File: src/rtl/phy_cr_pkg.sv
package phy_cr_pkg;

    typedef enum logic [1:0] {
        OP_ADDR  = 2'd0,
        OP_WRITE = 2'd1,
        OP_READ  = 2'd2,
        OP_NONE  = 2'd3
    } cr_op_e;

    typedef enum logic [3:0] {
        ST_IDLE,
        ST_ADDR_UP,
        ST_ADDR_DN,
        ST_CAPD_UP,
        ST_CAPD_DN,
        ST_WR_UP,
        ST_WR_DN,
        ST_RD_UP,
        ST_RD_DN
    } cr_state_e;

    localparam int NUM_STROBES = 4;
    localparam int SB_CAPA = 0;
    localparam int SB_CAPD = 1;
    localparam int SB_WR   = 2;
    localparam int SB_RD   = 3;

endpackage

File: src/rtl/phy_cr_poll.sv
module phy_cr_poll #(
    parameter int MAX_POLLS = 10,
    parameter int POLL_GAP  = 8
) (
    input  logic clk,
    input  logic rst_n,
    input  logic clr,
    input  logic run,
    input  logic hit,
    output logic sample,
    output logic expire
);
    localparam int GAP_W = (POLL_GAP > 0) ? $clog2(POLL_GAP + 1) : 1;
    localparam int CNT_W = $clog2(MAX_POLLS + 1);
    localparam logic [GAP_W-1:0] GAP_LOAD = GAP_W'(POLL_GAP);
    localparam logic [CNT_W-1:0] CNT_LAST = CNT_W'(MAX_POLLS - 1);

    typedef struct packed {
        logic [GAP_W-1:0] gap;
        logic [CNT_W-1:0] cnt;
    } poll_t;

    poll_t d, q;

    always_comb begin
        d      = q;
        sample = run && (q.gap == '0);
        expire = sample && !hit && (q.cnt == CNT_LAST);
        if (clr) begin
            d.gap = '0;
            d.cnt = '0;
        end else if (run) begin
            if (q.gap != '0) begin
                d.gap = q.gap - 1'b1;
            end else if (!hit && !expire) begin
                d.gap = GAP_LOAD;
                d.cnt = q.cnt + 1'b1;
            end
        end
    end

    always_ff @(posedge clk or negedge rst_n) begin
        if (!rst_n) begin
            q <= '0;
        end else begin
            q <= d;
        end
    end


    poll_count_bound_chk: assert property (@(posedge clk) disable iff (!rst_n)
        q.cnt <= CNT_LAST);


    poll_gap_bound_chk: assert property (@(posedge clk) disable iff (!rst_n)
        q.gap <= GAP_LOAD);

endmodule

File: src/rtl/phy_cr_pack.sv
module phy_cr_pack #(
    parameter int DATA_W      = 16,
    parameter int NUM_STROBES = 4,
    parameter int STROBE_LSB  = 16
) (
    input  logic [DATA_W-1:0]                 data,
    input  logic [NUM_STROBES-1:0]            strobes,
    output logic [STROBE_LSB+NUM_STROBES-1:0] ctrl
);
    localparam int CTRL_W = STROBE_LSB + NUM_STROBES;

    for (genvar i = 0; i < CTRL_W; i++) begin : g_bit
        if (i < DATA_W) begin : g_data
            assign ctrl[i] = data[i];
        end else if (i >= STROBE_LSB) begin : g_stb
            assign ctrl[i] = strobes[i - STROBE_LSB];
        end else begin : g_pad
            assign ctrl[i] = 1'b0;
        end
    end

endmodule

File: src/rtl/phy_cr_seq.sv
module phy_cr_seq
    import phy_cr_pkg::*;
#(
    parameter int DATA_W = 16
) (
    input  logic                   clk,
    input  logic                   rst_n,
    input  logic                   cmd_valid,
    input  logic [1:0]             cmd_op,
    input  logic [DATA_W-1:0]      cmd_data,
    output logic                   cmd_ready,
    output logic                   done,
    output logic                   err,
    output logic [DATA_W-1:0]      rd_data,
    output logic [DATA_W-1:0]      opnd,
    output logic [NUM_STROBES-1:0] strobes,
    input  logic                   ack,
    input  logic [DATA_W-1:0]      rdata_in,
    output logic                   poll_clr,
    output logic                   poll_run,
    output logic                   poll_hit,
    input  logic                   poll_sample,
    input  logic                   poll_expire
);
    typedef struct packed {
        cr_state_e                st;
        logic [DATA_W-1:0]        data;
        logic [NUM_STROBES-1:0]   stb;
        logic [DATA_W-1:0]        rdata;
        logic                     done;
        logic                     err;
    } seq_t;

    seq_t d, q;
    logic want_high;
    logic advance;

    always_comb begin
        unique case (q.st)
            ST_ADDR_UP, ST_CAPD_UP, ST_WR_UP, ST_RD_UP: want_high = 1'b1;
            default:                                    want_high = 1'b0;
        endcase
    end

    assign poll_run = (q.st != ST_IDLE);
    assign poll_hit = (ack == want_high);
    assign advance  = poll_sample && poll_hit;

    always_comb begin
        d        = q;
        d.done   = 1'b0;
        d.err    = 1'b0;
        poll_clr = 1'b0;
        unique case (q.st)
            ST_IDLE: begin
                if (cmd_valid) begin
                    d.data   = cmd_data;
                    d.stb    = '0;
                    poll_clr = 1'b1;
                    unique case (cr_op_e'(cmd_op))
                        OP_ADDR: begin
                            d.st           = ST_ADDR_UP;
                            d.stb[SB_CAPA] = 1'b1;
                        end
                        OP_WRITE: begin
                            d.st           = ST_CAPD_UP;
                            d.stb[SB_CAPD] = 1'b1;
                        end
                        OP_READ: begin
                            d.st         = ST_RD_UP;
                            d.stb[SB_RD] = 1'b1;
                        end
                        default: begin
                            d.done = 1'b1;
                            d.err  = 1'b1;
                        end
                    endcase
                end
            end
            default: begin
                if (advance) begin
                    poll_clr = 1'b1;
                    unique case (q.st)
                        ST_ADDR_UP: begin
                            d.stb[SB_CAPA] = 1'b0;
                            d.st           = ST_ADDR_DN;
                        end
                        ST_CAPD_UP: begin
                            d.stb[SB_CAPD] = 1'b0;
                            d.st           = ST_CAPD_DN;
                        end
                        ST_CAPD_DN: begin
                            d.stb[SB_WR] = 1'b1;
                            if (q.data[0]) begin
                                d.st   = ST_IDLE;
                                d.done = 1'b1;
                            end else begin
                                d.st = ST_WR_UP;
                            end
                        end
                        ST_WR_UP: begin
                            d.stb[SB_WR] = 1'b0;
                            d.st         = ST_WR_DN;
                        end
                        ST_RD_UP: begin
                            d.rdata      = rdata_in;
                            d.stb[SB_RD] = 1'b0;
                            d.st         = ST_RD_DN;
                        end
                        default: begin
                            d.st   = ST_IDLE;
                            d.done = 1'b1;
                        end
                    endcase
                end else if (poll_expire) begin
                    d.st   = ST_IDLE;
                    d.stb  = '0;
                    d.done = 1'b1;
                    d.err  = 1'b1;
                end
            end
        endcase
    end

    always_ff @(posedge clk or negedge rst_n) begin
        if (!rst_n) begin
            q <= '{st: ST_IDLE, default: '0};
        end else begin
            q <= d;
        end
    end

    assign cmd_ready = (q.st == ST_IDLE);
    assign done      = q.done;
    assign err       = q.err;
    assign rd_data   = q.rdata;
    assign opnd      = q.data;
    assign strobes   = q.stb;


    strobe_onehot_chk: assert property (@(posedge clk) disable iff (!rst_n)
        $onehot0(q.stb));


    err_with_done_chk: assert property (@(posedge clk) disable iff (!rst_n)
        q.err |-> q.done);


    err_drops_strobes_chk: assert property (@(posedge clk) disable iff (!rst_n)
        q.err |-> (q.stb == '0));


    operand_hold_chk: assert property (@(posedge clk) disable iff (!rst_n)
        (q.st != ST_IDLE) |=> $stable(q.data));


    accept_busy_chk: assert property (@(posedge clk) disable iff (!rst_n)
        (cmd_valid && cmd_ready && (cmd_op != 2'd3)) |=> !cmd_ready);


    done_pulse_chk: assert property (@(posedge clk) disable iff (!rst_n)
        q.done |=> !q.done || $past(cmd_valid && cmd_ready));

endmodule

File: src/rtl/phy_cr_master.sv
module phy_cr_master
    import phy_cr_pkg::*;
#(
    parameter int DATA_W     = 16,
    parameter int STROBE_LSB = 16,
    parameter int MAX_POLLS  = 10,
    parameter int POLL_GAP   = 8
) (
    input  logic                                  clk,
    input  logic                                  rst_n,
    input  logic                                  cmd_valid,
    output logic                                  cmd_ready,
    input  logic [1:0]                            cmd_op,
    input  logic [DATA_W-1:0]                     cmd_data,
    output logic                                  done,
    output logic                                  err,
    output logic [DATA_W-1:0]                     rd_data,
    output logic [STROBE_LSB+NUM_STROBES-1:0]     phy_ctrl,
    input  logic                                  phy_ack,
    input  logic [DATA_W-1:0]                     phy_rdata
);
    logic [DATA_W-1:0]      opnd;
    logic [NUM_STROBES-1:0] strobes;
    logic poll_clr, poll_run, poll_hit, poll_sample, poll_expire;

    phy_cr_seq #(.DATA_W(DATA_W)) u_seq (
        .clk         (clk),
        .rst_n       (rst_n),
        .cmd_valid   (cmd_valid),
        .cmd_op      (cmd_op),
        .cmd_data    (cmd_data),
        .cmd_ready   (cmd_ready),
        .done        (done),
        .err         (err),
        .rd_data     (rd_data),
        .opnd        (opnd),
        .strobes     (strobes),
        .ack         (phy_ack),
        .rdata_in    (phy_rdata),
        .poll_clr    (poll_clr),
        .poll_run    (poll_run),
        .poll_hit    (poll_hit),
        .poll_sample (poll_sample),
        .poll_expire (poll_expire)
    );

    phy_cr_poll #(.MAX_POLLS(MAX_POLLS), .POLL_GAP(POLL_GAP)) u_poll (
        .clk    (clk),
        .rst_n  (rst_n),
        .clr    (poll_clr),
        .run    (poll_run),
        .hit    (poll_hit),
        .sample (poll_sample),
        .expire (poll_expire)
    );

    phy_cr_pack #(
        .DATA_W      (DATA_W),
        .NUM_STROBES (NUM_STROBES),
        .STROBE_LSB  (STROBE_LSB)
    ) u_pack (
        .data    (opnd),
        .strobes (strobes),
        .ctrl    (phy_ctrl)
    );


    reset_idle_chk: assert property (@(posedge clk) disable iff (!rst_n)
        $rose(rst_n) |-> cmd_ready);

endmodule

File: config.mk
export PLATFORM = sky130hd
export DESIGN_NAME = phy_cr_master
export DESIGN_NICKNAME = d
export VERILOG_FILES = /design/src/rtl/phy_cr_pkg.sv /design/src/rtl/phy_cr_poll.sv /design/src/rtl/phy_cr_pack.sv /design/src/rtl/phy_cr_seq.sv /design/src/rtl/phy_cr_master.sv
export SDC_FILE = /design/constraint.sdc
export NUM_CORES = 1
export LEC_CHECK = 0
export BUFFER_PORTS_ARGS = -buffer_cell sky130_fd_sc_hd__buf_2
export CORE_ASPECT_RATIO = 0.75
export CORE_MARGIN = 3
export CORE_UTILIZATION = 57
export CTS_CLUSTER_SIZE = 8
export DETAILED_ROUTE_END_ITERATION = 10
export PLACE_DENSITY = 0.85
export SLEW_MARGIN = 40
export SYNTH_ARGS = -nofsm -noshare
export SYNTH_HDL_FRONTEND = slang
export SYNTH_HIERARCHICAL = 1
export SYNTH_SLANG_ARGS = --single-unit
File: constraint.sdc
create_clock -name clk -period 4.1 [get_ports clk]
set_input_delay 0.82 -clock clk [delete_from_list [all_inputs] [get_ports clk]]
set_output_delay 0.82 -clock clk [all_outputs]
set_load 0.02 [all_outputs]
* Word level (Yosys, flattened, before mapping) *
Index checks and enable logic that the tools add are counted.

operators by class
  $add $sub $neg = 2
  equality and inequality tests = 16
  mux-type cells = 33
  bitwise gates (word level) = 1
  reduce and logical (&&, ||, !) cells = 27

operators with widths
  kind                 count
  $mux 4               7
  $mux 24              1
  $mux 8               3
  $reduce_and 3->1     7
  $pmux 4 s5           1
  $mux 1               13
  $eq 4x3->1 const B   3
  $pmux 4 s3           1
  $ne 3x3->1 const B   3
  $logic_not 4->1      2
  $mux 2               4
  $reduce_bool 4->1    2
  $reduce_bool 3->1    2
  $logic_and 1x1->1    5
  $add 4x1->4 const B  1
  $eq 4x1->1 const B   1
  $eq 4x2->1 const B   1
  $eq 4x4->1 const B   1
  $ne 2x2->1 const B   2
  $ne 4x1->1 const B   1
  $ne 4x4->1 const B   1
  $pmux 1 s2           2
  $reduce_and 2->1     2
  $reduce_bool 2->1    2
  other kinds (10)     11

word-level totals
  register bits = 50
  input port bits = 38
  logic and storage cells = 90

* Longest topological paths before layout *
  word-level depth = 13
  depth in mapped cells = 13
  mapped depth without buffers = 10

* By module *
Netlist, hierarchy kept.

by module, submodules not included
  module       instances  cells an instance  area an instance (µm²)
  phy_cr_seq   1          179                2,233.4
  phy_cr_poll  1          60                 544.3
  phy_cr_pack  1          20                 150.1

* Worst setup path before layout *
Ideal clock, no wire load.

  kind = reg2reg
  start = reg u_seq/q[40] in the netlist's numbering
  end = reg u_poll/q[0] in the netlist's numbering
  setup time = 0.110 ns
  arrival time = 2.593 ns
  data required time = 3.990 ns
  setup slack = 1.397 ns
  stages on the path, launching flop included = 13
  clock period less this slack = 2.703 ns
  path through = dfrtp_1 buf_6 or4_4 buf_6 nand4bb_1 clkbuf_2 inv_1 inv_1 a221o_1 buf_2 nand2_1 or2_2 o41ai_1

on the way
  elaborated cells on any way between the ends = 23
  classes of those cells = eq/ne (6); mux (4); reduce/logical (13)

RTL lines
  element                                                           RTL line             RTL
  from (decl)                                                       phy_cr_seq.sv:34     seq_t d, q;
  from (signal assigned)                                            phy_cr_seq.sv:127    q <= '{st: ST_IDLE, default: '0};
  from (signal assigned)                                            phy_cr_seq.sv:129    q <= d;
  $reduce_bool 4->1 (*)                                             phy_cr_seq.sv:45     assign poll_run = (q.st != ST_IDLE);
  named net poll_run                                                phy_cr_master.sv:24  logic poll_clr, poll_run, poll_hit, poll_sample, poll_expire;
  $logic_and 1x1->1 (*)                                             phy_cr_poll.sv:27    sample = run && (q.gap == '0);
  named net poll_sample                                             phy_cr_master.sv:24
  $logic_and 1x1->1 (*)                                             phy_cr_seq.sv:47     assign advance = poll_sample && poll_hit;
  $mux 1 (*)                                                        phy_cr_seq.sv:81     if (advance) begin
  $mux 1 (*)                                                        phy_cr_seq.sv:54     unique case (q.st)
  named net poll_clr                                                phy_cr_master.sv:24
  $ne 2x2->1 (no source line) or $reduce_bool 2->1 (tied branches)  -
  $reduce_and 3->1 (no source line)                                 -
  to (decl)                                                         phy_cr_poll.sv:23    poll_t d, q;

Mark *: on every way through the listed nets, which the timed path passes. The rest lies on a longest branch.
A chain may end at the register's enable or synchronous reset.

* Worst setup path after layout *
  start = reg u_seq/q[41] in the netlist's numbering
  end = reg u_poll/q[0] in the netlist's numbering

The elaborated chain is that of the path after synthesis.

==> results.yml <==
cells_and_area:
  synthToLayoutAreaGrowth_pct: 2.26
  final_common_cell: "buf_2"
  layout_common_cells: "buf_2 (75), dfrtp_1 (50), mux2_2 (22)"
  diodes: 0
  drive_gt1_share_pct: 44.9
  fin_util_pct: 63.7
  fin_nets: 322
die:
  dieArea_um2: 6040
  io_pins: 77
  rows: 21
  die_h_um: 68.1
  die_x_um: 88.8
  core_area_um2: 4700
  initial_utilization_pct: 62.3
drt:
  wl_um: 4930
  drt_iter0_drc: 79
  vias: 1836
  drt_drc_violations_left: 0
  drt-pass1-iter-count: 4
  vias_per_cell: 5.51
  drtAntennaViolNets: 0
  avgRoutedWirePerCell_um: 14.8
setup_path:
  critPathMostFrequentCell: "inv_1"
  r2r_start: "u_seq/q[41]"
  crit_arrival_ps: 3340
  critical_path_class: "reg -> reg"
  crit_chain: "or4_4 > nand4bb_1 > inv_1 > inv_1 > a221o_1 > nand2_1 > or2_2 > o41ai_1"
  rrSetupSlack_ps: 940
  required_ps: 4280
  worstReg2RegEnd: "u_poll/q[0]"
  slowest_delay_ps: 670
  reg2reg_depth: 8
  startpoint_type: "flip-flop"
  worstSetupEndpointType: "flip-flop"
  crit_fanout: 13
  crit_slowest_cell: "or4_4"
synth:
  ys_seq_area_share_pct: 42.7
  synthesis.nets: 305
  syn_avg_cell_area_um2: 11.3
  synth.area.top_cells: "dfrtp_1 (43%), buf_4 (14%), mux2_2 (8.5%)"
  synth_edf_count: 0
  yosys_warnings: 6
  synth-seq-cells: 50
  synth_flop_cell: "dfrtp_1"
  synth_cells: 259
  synthArstFlopShare_pct: 100
  synth_cell_types: 52
  yosys.area.top_type: "dfrtp_1"
  netlist_area_um2: 2930
  synth.top_cell.area_share_pct: 42.7
cts:
  clk_path_buf_depth: 2
  cts_tree: "done"
  cts.sinks: 50
  cts_buffers: 5
  path_clk_slew_ps: 90
  hold_buffers: 0
  clock_latency_ps: 290
  post_cts_buffers: 0
  cts.htree.levels: 2
  cts_root_buf: "clkbuf_8"
  cts_resized: 0
sta:
  finalSetupTns_ps: 0
  fin_skew_ps: 6.48
  setup_viol: 0
  rsz0062_at_grt: "false"
  whs_ps: 499
  max_freq_ghz: 0.316
  min_period_ps: 3160
  finalMaxSlewViolations: 0
  fin_crit_sh_pct: 77.1
  relSlewSlack_pct: 51.3
  hold_viol: 0
  tightest_slew_ps: 729
hold_path:
  hold_depth: 1
  min_to: "u_seq/rd_data[5]"
  hold_start: "u_seq/rd_data[5]"
  hold_class: "reg -> reg"
pwr:
  power.leakage_uw: 0.00145
  clock_power_share_pct: 16.2
  ir_drop_mv: 0.408
  p_sw_uw: 847
  pwr-share-seq_pct: 36.3
  swShare_pct: 39.9
  p_int_uw: 1280
  total_power_uw: 2120
  pwr-share-comb_pct: 47.5
  power_density_nw_per_um2: 709
status:
  status: "completed"
global_routing:
  antenna_found_initial: 0
  overflow: 0
  grt_pass1_vias: 1608
  grt_max_degree: 51
  grt_pass1_wl_um: 7810
  grtUsageTotal_pct: 17.2
placement:
  io_buffers: 76
  dpl.hpwl_um: 3660
  gp_congestion: 0.970
flow_run:
  cap_violations: 0
[state kept, by name, summed over array words and instances, names as in the netlist]
| name | cells |
|---|---|
| u_poll/q | 8 |
| u_seq/done | 1 |
| u_seq/err | 1 |
| u_seq/opnd | 16 |
| u_seq/q | 4 |
| u_seq/rd_data | 16 |
| u_seq/strobes | 4 |
[cell usage after synthesis (2+ instances only)]
cell	instances
ha_1	8
clkbuf_2	2
a21oi_1	7
or3_1	4
o21bai_1	2
a31oi_1	3
o31ai_1	3
nor2_1	2
nor3_1	3
nand2_1	9
o41ai_1	2
nand3_1	7
mux2_2	22
and3b_1	3
dfrtp_1	50
nand2b_1	2
or3b_1	2
buf_4	56
mux2_4	11
o221ai_1	4
o21ai_0	3
buf_2	2
inv_1	16
buf_6	5
nand4_1	4
[worst max-delay path by stage]
| stage | startpoint | depth (start not counted) | endpoint |
|---|---|---|---|
| floorplan | u_seq/q[40] | 12 | u_poll/q[0] |
| global placement | u_seq/q[41] | 8 | u_poll/q[0] |
| detailed placement | u_seq/q[41] | 8 | u_poll/q[0] |
| CTS | u_seq/q[41] | 8 | u_poll/q[0] |
| global route | u_seq/q[41] | 8 | u_poll/q[0] |
| finish | u_seq/q[41] | 8 | u_poll/q[0] |
[stage by stage]
step | area [um^2] | worst slack (ps) | std cells
finish | 2990 | 938 | 333
global route | 2990 | 696 | 333
CTS | 2990 | 933 | 333
detailed placement | 2880 | 990 | 326
global placement | 2880 | 1160 | 326
floorplan | 2930 | 1400 | 259
[power by group through the flow]
stage	Combinational [uW]	Sequential (uW)	Clock [uW]
6_report	1010	771	343
5_1_grt	1100	797	377
4_1_cts	1010	772	353
3_5_place_dp	1010	779	0
3_3_place_gp	984	769	0
2_1_floorplan	1100	742	0
[area by class of cell]
type,instances,area (um^2)
Timing Repair Buffer,76,383
Clock inverter,1,30.0
Multi-Input combinational cell,126,1100
Inverter,17,76.3
Sequential cell,50,1250
Tap cell,57,71.3
Clock buffer,6,82.6
Fill cell,372,1710
[per-layer routing]
metal,track usage (%),part of all wire (%),wire length (um),up-vias
li1,-,-,-,883
met5,0,0,0,-
met1,24.6,47,2340,881
met3,3.61,5.9,291,5
met2,26.0,46,2240,67
met4,5.66,1.2,58,0
[kinds of logic (layout without fill, tap and decap cells)]
family / count (synthesis) / count (layout) / synth area share (%)
multiplexers: 34 / 34 / 14.5
adder cells (fa/ha/maj): 8 / 8 / 3.42
flip-flops: 50 / 50 / 42.7
AND/OR/NAND/NOR: 48 / 48 / 10.3
buffers and inverters: 83 / 100 / 19.7
AO/OA/AOI/OAI: 35 / 35 / 9.06
XOR/XNOR: 1 / 1 / 0.299
[worst max-delay path, delay by kind of cell (launching register included)]
family | cells | cell delay (ps)
DFF | 1 | 450
and+or+nand+nor | 4 | 1630
buffers and inverters | 2 | 230
AOI/OAI and AO/OA | 2 | 730
Power figures use the tool's default switching activity.
